**src/rtl/stat_pkg.sv**
```systemverilog
package stat_pkg;

    // How the raw event input is turned into count increments.
    typedef enum logic {
        CNT_LEVEL = 1'b0,   // every active cycle counts
        CNT_RISE  = 1'b1    // rising edge, gated by transmit activity
    } cnt_mode_e;

    // Value at which the half-range warning fires, for a given count width.
    function automatic int unsigned half_range(input int unsigned width);
        return 32'd1 << (width - 1);
    endfunction

endpackage

```
**src/rtl/stat_evt_qual.sv**
```systemverilog
module stat_evt_qual
    import stat_pkg::*;
#(
    parameter cnt_mode_e MODE = CNT_LEVEL
) (
    input  logic clk,
    input  logic rst_n,
    input  logic evt_i,
    input  logic gate_i,
    output logic inc_o
);

    typedef struct packed {
        logic prev;
    } qual_st_t;

    qual_st_t st_d, st_q;
    logic     edge_ok;
    logic     gate_ok;

    always_comb begin
        st_d      = st_q;
        st_d.prev = evt_i;
    end

    always_ff @(posedge clk or negedge rst_n) begin
        if (!rst_n) begin
            st_q <= '0;
        end else begin
            st_q <= st_d;
        end
    end

    generate
        if (MODE == CNT_RISE) begin : g_rise
            assign edge_ok = ~st_q.prev;
            assign gate_ok = gate_i;
        end else begin : g_level
            // Level mode: the history and the gate play no part.
            assign edge_ok = 1'b1 | st_q.prev;
            assign gate_ok = 1'b1 | gate_i;
        end
    endgenerate

    assign inc_o = evt_i & edge_ok & gate_ok;

endmodule

```
**src/rtl/stat_cnt_core.sv**
```systemverilog
module stat_cnt_core
    import stat_pkg::*;
#(
    parameter int unsigned CNT_W = 10
) (
    input  logic             clk,
    input  logic             rst_n,
    input  logic             inc_i,
    input  logic             clr_i,
    output logic [CNT_W-1:0] cnt_o,
    output logic             cross_o
);

    localparam logic [CNT_W-1:0] MID_M1 = CNT_W'(half_range(CNT_W) - 1);
    localparam logic [CNT_W-1:0] ONE    = CNT_W'(1);

    typedef struct packed {
        logic [CNT_W-1:0] cnt;
    } cnt_st_t;

    cnt_st_t st_d, st_q;

    always_comb begin
        st_d    = st_q;
        cross_o = 1'b0;
        if (clr_i) begin
            // A clearing read keeps any coincident event.
            st_d.cnt = inc_i ? ONE : '0;
        end else if (inc_i) begin
            st_d.cnt = st_q.cnt + ONE;   // wraps naturally at full range
            cross_o  = (st_q.cnt == MID_M1);
        end
    end

    always_ff @(posedge clk or negedge rst_n) begin
        if (!rst_n) begin
            st_q <= '0;
        end else begin
            st_q <= st_d;
        end
    end

    assign cnt_o = st_q.cnt;

endmodule

```
**src/rtl/stat_irq_latch.sv**
```systemverilog
module stat_irq_latch (
    input  logic clk,
    input  logic rst_n,
    input  logic set_i,
    input  logic en_i,
    input  logic clr_i,
    output logic irq_o
);

    typedef struct packed {
        logic irq;
    } irq_st_t;

    irq_st_t st_d, st_q;

    always_comb begin
        st_d = st_q;
        if (clr_i) begin
            st_d.irq = 1'b0;
        end else if (set_i && en_i) begin
            st_d.irq = 1'b1;
        end
    end

    always_ff @(posedge clk or negedge rst_n) begin
        if (!rst_n) begin
            st_q <= '0;
        end else begin
            st_q <= st_d;
        end
    end

    assign irq_o = st_q.irq;

endmodule

```
**src/rtl/stat_cor_counter.sv**
```systemverilog
module stat_cor_counter
    import stat_pkg::*;
#(
    parameter int unsigned    CNT_W    = 10,
    parameter int unsigned    ID_W     = 6,
    parameter logic [ID_W-1:0] ID_VALUE = 6'h10,
    parameter cnt_mode_e      MODE     = CNT_LEVEL,
    localparam int unsigned   DW       = CNT_W + ID_W
) (
    input  logic          clk,
    input  logic          rst_n,
    input  logic          evt_i,
    input  logic          xmit_i,
    input  logic          rd_i,
    input  logic          irq_en_i,
    output logic [DW-1:0] rdata_o,
    output logic          irq_o
);

    logic             inc_w;
    logic             cross_w;
    logic [CNT_W-1:0] cnt_w;

    stat_evt_qual #(.MODE(MODE)) i_qual (
        .clk    (clk),
        .rst_n  (rst_n),
        .evt_i  (evt_i),
        .gate_i (xmit_i),
        .inc_o  (inc_w)
    );

    stat_cnt_core #(.CNT_W(CNT_W)) i_core (
        .clk     (clk),
        .rst_n   (rst_n),
        .inc_i   (inc_w),
        .clr_i   (rd_i),
        .cnt_o   (cnt_w),
        .cross_o (cross_w)
    );

    stat_irq_latch i_irq (
        .clk   (clk),
        .rst_n (rst_n),
        .set_i (cross_w),
        .en_i  (irq_en_i),
        .clr_i (rd_i),
        .irq_o (irq_o)
    );

    assign rdata_o = {cnt_w, ID_VALUE};

endmodule

```
**config.mk**
```make
export PLATFORM = sky130hd
export DESIGN_NAME = stat_cor_counter
export DESIGN_NICKNAME = d
export VERILOG_FILES = /design/src/rtl/stat_pkg.sv /design/src/rtl/stat_evt_qual.sv /design/src/rtl/stat_cnt_core.sv /design/src/rtl/stat_irq_latch.sv /design/src/rtl/stat_cor_counter.sv
export SDC_FILE = /design/constraint.sdc
export NUM_CORES = 1
export LEC_CHECK = 0
export ABC_AREA = 1
export BUFFER_PORTS_ARGS = -buffer_cell sky130_fd_sc_hd__buf_2
export CORE_UTILIZATION = 45
export CTS_BUF_LIST = sky130_fd_sc_hd__clkbuf_4 sky130_fd_sc_hd__clkbuf_8
export DETAILED_ROUTE_END_ITERATION = 8
export PLACE_DENSITY_LB_ADDON = 0.25
export SYNTH_ARGS = -nofsm -noshare
export SYNTH_HDL_FRONTEND = slang
export SYNTH_SLANG_ARGS = --single-unit
export TNS_END_PERCENT = 100
```
**constraint.sdc**
```tcl
create_clock -name clk -period 1.48 [get_ports clk]
set_clock_uncertainty 0.1 [all_clocks]
set_input_delay 0.074 -clock clk [delete_from_list [all_inputs] [get_ports clk]]
set_output_delay 0.074 -clock clk [all_outputs]
set_load 0.02 [all_outputs]
```
==> flow_summary.json, run 1 <==
{
  "r2r_end": "i_core.cnt_o[8]",
  "hold_path.class": "in -> reg",
  "synth.yosys.seq_area_share_pct": 44.27,
  "synthesis.instances": 78,
  "core_um2": 1285,
  "ant_nets": 0,
  "timing.hold.ws_ns": 0.04355,
  "ys_ff_latch": 11,
  "period_share_pct": 89.04,
  "maxCapViolCount": 0,
  "grt-ovfl-total": 0,
  "fp.dieW_um": 39.18,
  "viasPerCell": 4.786,
  "cts_tree": "done",
  "synth-warning-count": 0,
  "ff2ff_setup_slack_ns": 0.16,
  "stdcell_area_um2": 735.7,
  "routed_wl_mm": 1.103,
  "cp.required_ns": 1.54,
  "drive_gt1_share_pct": 25.77,
  "synth_edf_count": 0,
  "start_util_pct": 48.39,
  "finalSetupTns_ns": 0,
  "fin_cells": 112,
  "dr.pass1.iters": 4,
  "cts.clk_slew.worst_paths_ns": 0.07,
  "antenna_found_initial": 0,
  "detailed_place.area_um2": 685.7,
  "wl_per_cell_um": 9.848,
  "setup_slack_ns": 0.1622,
  "post-route-drc-count": 0,
  "port_buffers": 15,
  "layout_commonest_cell": "buf_2",
  "rsz0062_at_grt": "no",
  "setup_violations": 0,
  "worst_setup_path_end_kind": "flop",
  "grt_pass1_wl_mm": 1.690,
  "utilization_pct": 57.25,
  "worstHoldPathCells": 5,
  "synthMuxAreaShare_pct": 0,
  "numCtsBuffers": 3,
  "synth_top_family_by_area": "simple AND/OR/NAND/NOR gates",
  "async_flop_share_pct": 100.0,
  "mostFrequentLayoutCells": "buf_2, nor2_1, nand2_1, dfrtp_1, inv_1",
  "post_cts_buffers": 0,
  "grt_pass1_vias": 402,
  "post-place-ws_ns": 0.1560,
  "crit_path_start": "i_core.cnt_o[0]",
  "fill_cells": 129,
  "arrival_ns": 1.38,
  "synthSimpleGateAreaFrac_pct": 29.38,
  "clock_sinks": 11,
  "die-area_um2": 1535,
  "p_leak_nw": 0.3999,
  "drt_iter0_drc": 12,
  "ir_drop_uv": 454.9,
  "syn2layout_area_growth_pct": 18.31,
  "fin_nets": 105,
  "grtUsageTotal_pct": 17.43,
  "r2r_start": "i_core.cnt_o[0]",
  "antenna_cells": 0,
  "clockBufferDepth": 2,
  "min_to": "i_irq.irq_o",
  "cts.htree.levels": 1,
  "power_density_nw_per_um2": 845.1,
  "r2r_cells": 6,
  "synthAdderAreaFrac_pct": 2.012,
  "crit_type": "reg -> reg",
  "io-pin-count": 23,
  "synth_compound_area_share_pct": 9.054,
  "critPathLaunchType": "flop",
  "post-route-min-period_ns": 1.318,
  "hold_viol": 0,
  "power_mw": 0.6217,
  "syn-cell-area_um2": 621.8,
  "worstHoldStart": "irq_en_i",
  "drv_slew": 0,
  "num_vias": 536,
  "dpl.cell_count": 106,
  "grt_max_degree": 12,
  "cts_root_buf": "clkbuf_4",
  "synth_ff_type": "dfrtp_1",
  "hpwl_um": 816.8,
  "synth_xor_area_share_pct": 1.408,
  "clk_latency_ns": 0.26,
  "globalplace.congestion": 0.7311,
  "multiInputGateArea_um2": 282.8,
  "timing.fmax_mhz": 758.9,
  "cp_max_fo": 6,
  "regArea_um2": 275.3,
  "yosysUniqueCellTypes": 21,
  "status": "complete, no violations",
  "rows": 13,
  "syn_area_per_cell_um2": 7.972,
  "fp.dieH_um": 39.18
}
critical path: stages, from the launching register on:
cell and delay [ns]:
dfrtp_1 0.42, ha_1 0.20, nand3_2 0.12, nor2_4 0.17, nand3_1 0.09, nand2_1 0.07
nor2_1 0.05
synth_stat cells (all sizes together), types with 2 or more instances:
library cell,n,area share [%]
nand3b,2,2.4
dfrtp,11,44
o21ai,4,3.2
nand3,4,4.0
a21oi,5,4.6
nor2,16,11
buf,6,7.2
inv,8,4.8
nand2,14,8.9
conb,2,1.2
state kept, by name, indices dropped and copies added (netlist names):
signal        count
i_core.cnt_o     10
i_irq.irq_o       1
metal layers:
metal	vias to the layer above	track usage [%]	part of all wire (%)	wire, um
met5	-	0	0	0
met4	0	12.93	1.2	13
met3	2	4.046	4.1	45
met2	15	25.00	49	538
met1	248	22.38	46	505
li1	271	-	-	-
cells by family after synthesis:
group                      count (synthesis)
buffers and inverters                     15
AOI/OAI and AO/OA                         10
xor gates and xnor gates                   1
DFF                                       11
other                                      2
adders and majority gates                  1
and+or+nand+nor                           38
cell type report:
class,instances,share of cell area [%]
clock buffers,4,4.082
flip-flops and latches,11,37.41
repair buffers,17,12.93
well taps,15,2.551
multi-input cells,56,38.44
inverters,9,4.592
what timing repair did:
action,4_1_cts,5_1_grt
hold endpoints to repair,12,0
gates resized for setup,0,0
hold buffers,2,0
where the power goes:
group	switching, mW	internal, mW
combinational	0.0568	0.0253
clock	0.0980	0.123
sequential	0.0100	0.309
how the worst max path moves through the flow:
stage	to	slack [ns]	cells after the start
finish	i_core.cnt_o[8]	0.16	6
global route	i_core.cnt_o[6]	0.04	6
CTS	i_core.cnt_o[8]	0.14	6
detailed placement	i_core.cnt_o[8]	0.16	6
global placement	i_core.cnt_o[8]	0.19	6
floorplan	i_core.cnt_o[8]	0.12	6
No activity file was read; power rests on OpenSTA's default activity.
==> inputs of run 2 (changes only) <==
--- a/config.mk
+++ b/config.mk
@@ -7,6 +7,7 @@
 export LEC_CHECK = 0
 export ABC_AREA = 1
 export BUFFER_PORTS_ARGS = -buffer_cell sky130_fd_sc_hd__buf_2
+export CAP_MARGIN = 0
 export CORE_UTILIZATION = 45
 export CTS_BUF_LIST = sky130_fd_sc_hd__clkbuf_4 sky130_fd_sc_hd__clkbuf_8
 export DETAILED_ROUTE_END_ITERATION = 8
==> constraint.sdc (replaced) <==
create_clock -name clk -period 1.48 [get_ports clk]
set_clock_uncertainty 0.1 [all_clocks]
set_input_delay 0 -clock clk [delete_from_list [all_inputs] [get_ports clk]]
set_output_delay 0 -clock clk [all_outputs]
set_load 0.02 [all_outputs]
==> flow_summary.json, run 2 (synthesis gave the netlist of run 1 again) <==
{
  "status": "complete, no violations",
  "rows": 13,
  "fill_cells": 133,
  "drv_slew": 0,
  "worst_setup_path_end_kind": "flop",
  "antenna_found_initial": 0,
  "layout_commonest_cell": "buf_2",
  "clock_sinks": 11,
  "drt_iter0_drc": 5,
  "maxCapViolCount": 0,
  "arrival_ns": 1.37,
  "cp_slowest_stage_delay_ns": 0.41,
  "critPathBufInv": 0,
  "numCtsBuffers": 3,
  "largest_reg_flops": 10,
  "cts.htree.levels": 1,
  "syn2layout_area_growth_pct": 21.53,
  "wl_met3_um": 38,
  "worstPathCellList": "ha_1, nand3_2, nor2_4, nand3_1, nand2_1, nor2_1",
  "multiInputGateArea_um2": 282.8,
  "post-route-min-period_ns": 1.318,
  "clockBufferDepth": 2,
  "cp_top_family": "simple AND/OR/NAND/NOR gates",
  "grt_max_degree": 12,
  "crit_type": "reg -> reg",
  "slowest_stage": "dfrtp_1",
  "drive_gt1_share_pct": 25.25,
  "top_layer_used": "met4",
  "fp.dieW_um": 39.18,
  "hpwl_um": 815.9,
  "p_leak_nw": 0.4082,
  "start_util_pct": 48.39,
  "regArea_um2": 275.3,
  "ir_drop_uv": 475.9,
  "grt_pass1_wl_mm": 1.773,
  "cts_root_buf": "clkbuf_4",
  "mostFrequentLayoutCells": "buf_2, nor2_1, nand2_1, dfrtp_1, inv_1",
  "port_buffers": 15,
  "io-pin-count": 23,
  "dr.pass1.iters": 2,
  "globalplace.congestion": 0.7309,
  "rsz0062_at_grt": "no",
  "clk_latency_ns": 0.26,
  "critPathLaunchType": "flop",
  "grtUsageTotal_pct": 18.06,
  "die-area_um2": 1535,
  "fp.dieH_um": 39.18,
  "hold_path.class": "in -> async",
  "utilization_pct": 58.81,
  "cp_max_fo": 6,
  "viasPerCell": 4.632,
  "hold_viol": 0,
  "route.met2.wl_um": 548,
  "timing.fmax_mhz": 759.0,
  "finalSetupTns_ns": 0,
  "num_vias": 528,
  "grt-ovfl-total": 0,
  "cts.repair.resized": 0,
  "period_share_pct": 89.02,
  "antenna_cells": 0,
  "cp.required_ns": 1.54,
  "post-route-drc-count": 0,
  "wl_per_cell_um": 9.605,
  "core_um2": 1285,
  "routed_wl_mm": 1.095,
  "drt-met1-wl_um": 496,
  "grt_pass1_vias": 432,
  "cts_tree": "done",
  "cts.clk_slew.worst_paths_ns": 0.07,
  "power_density_nw_per_um2": 826.5,
  "ant_nets": 0,
  "setup_violations": 0,
  "fin_nets": 107
}
-- run 2: worst register-to-register path, cell delays in order, from the launching register on --
cell and delay [ns]:
dfrtp_1 0.41, ha_1 0.20, nand3_2 0.12, nor2_4 0.17, nand3_1 0.10, nand2_1 0.07
nor2_1 0.05
-- run 2: layout make-up --
class / count / share of cell area [%]
inverters: 9 / 4.470
flip-flops and latches: 11 / 36.42
multi-input cells: 56 / 37.42
repair buffers: 19 / 15.23
well taps: 15 / 2.483
clock buffers: 4 / 3.974
-- run 2: per-stage QoR --
step	setup WS [ns]	hold slack [ns]	cell area, um2	instances	power, mW
final	0.1625	0.02870	755.7	114	0.6246
after CTS	0.1489	0.03320	755.7	114	0.6321
after detailed placement	0.1606	-0.2182	685.7	106	0.4034
after floorplan	0.1229	-0.3956	636.9	82	0.3870
after global placement	0.1899	-0.2180	685.7	106	0.4019
after global routing	0.02688	0.03523	755.7	114	0.6686
-- run 2: path summary, 6_finish.rpt --
path | to | from | slack [ns] | cells after the start
max | i_core.cnt_o[8] | i_core.cnt_o[0] | 0.16 | 6
min | i_irq.irq_o | rst_n | 0.03 | 2
max reg2reg | i_core.cnt_o[8] | i_core.cnt_o[0] | 0.16 | 6
min reg2reg | i_irq.irq_o | i_irq.irq_o | 0.42 | 2
max in group asynchronous | i_core.cnt_o[3] | rst_n | 1.05 | 2
min in group clk | i_irq.irq_o | rd_i | 0.36 | 3
-- run 2: where the power goes --
part / switching [mW] / internal, mW
Sequential: 0.0102 / 0.309
Combinational: 0.0570 / 0.0289
Clock: 0.0971 / 0.122
-- run 2: timing repair --
action / in CTS / in global routing
hold buffers: 4 / 0
endpoints found under the hold margin: 15 / 0
setup buffers: 0 / 0
-- run 2: routing by layer --
layer  up-vias  global-route usage (%)
met5         -                       0
met4         0                   12.93
met3         2                   3.468
met2        13                   26.67
met1       238                   23.19
li1        275                       -
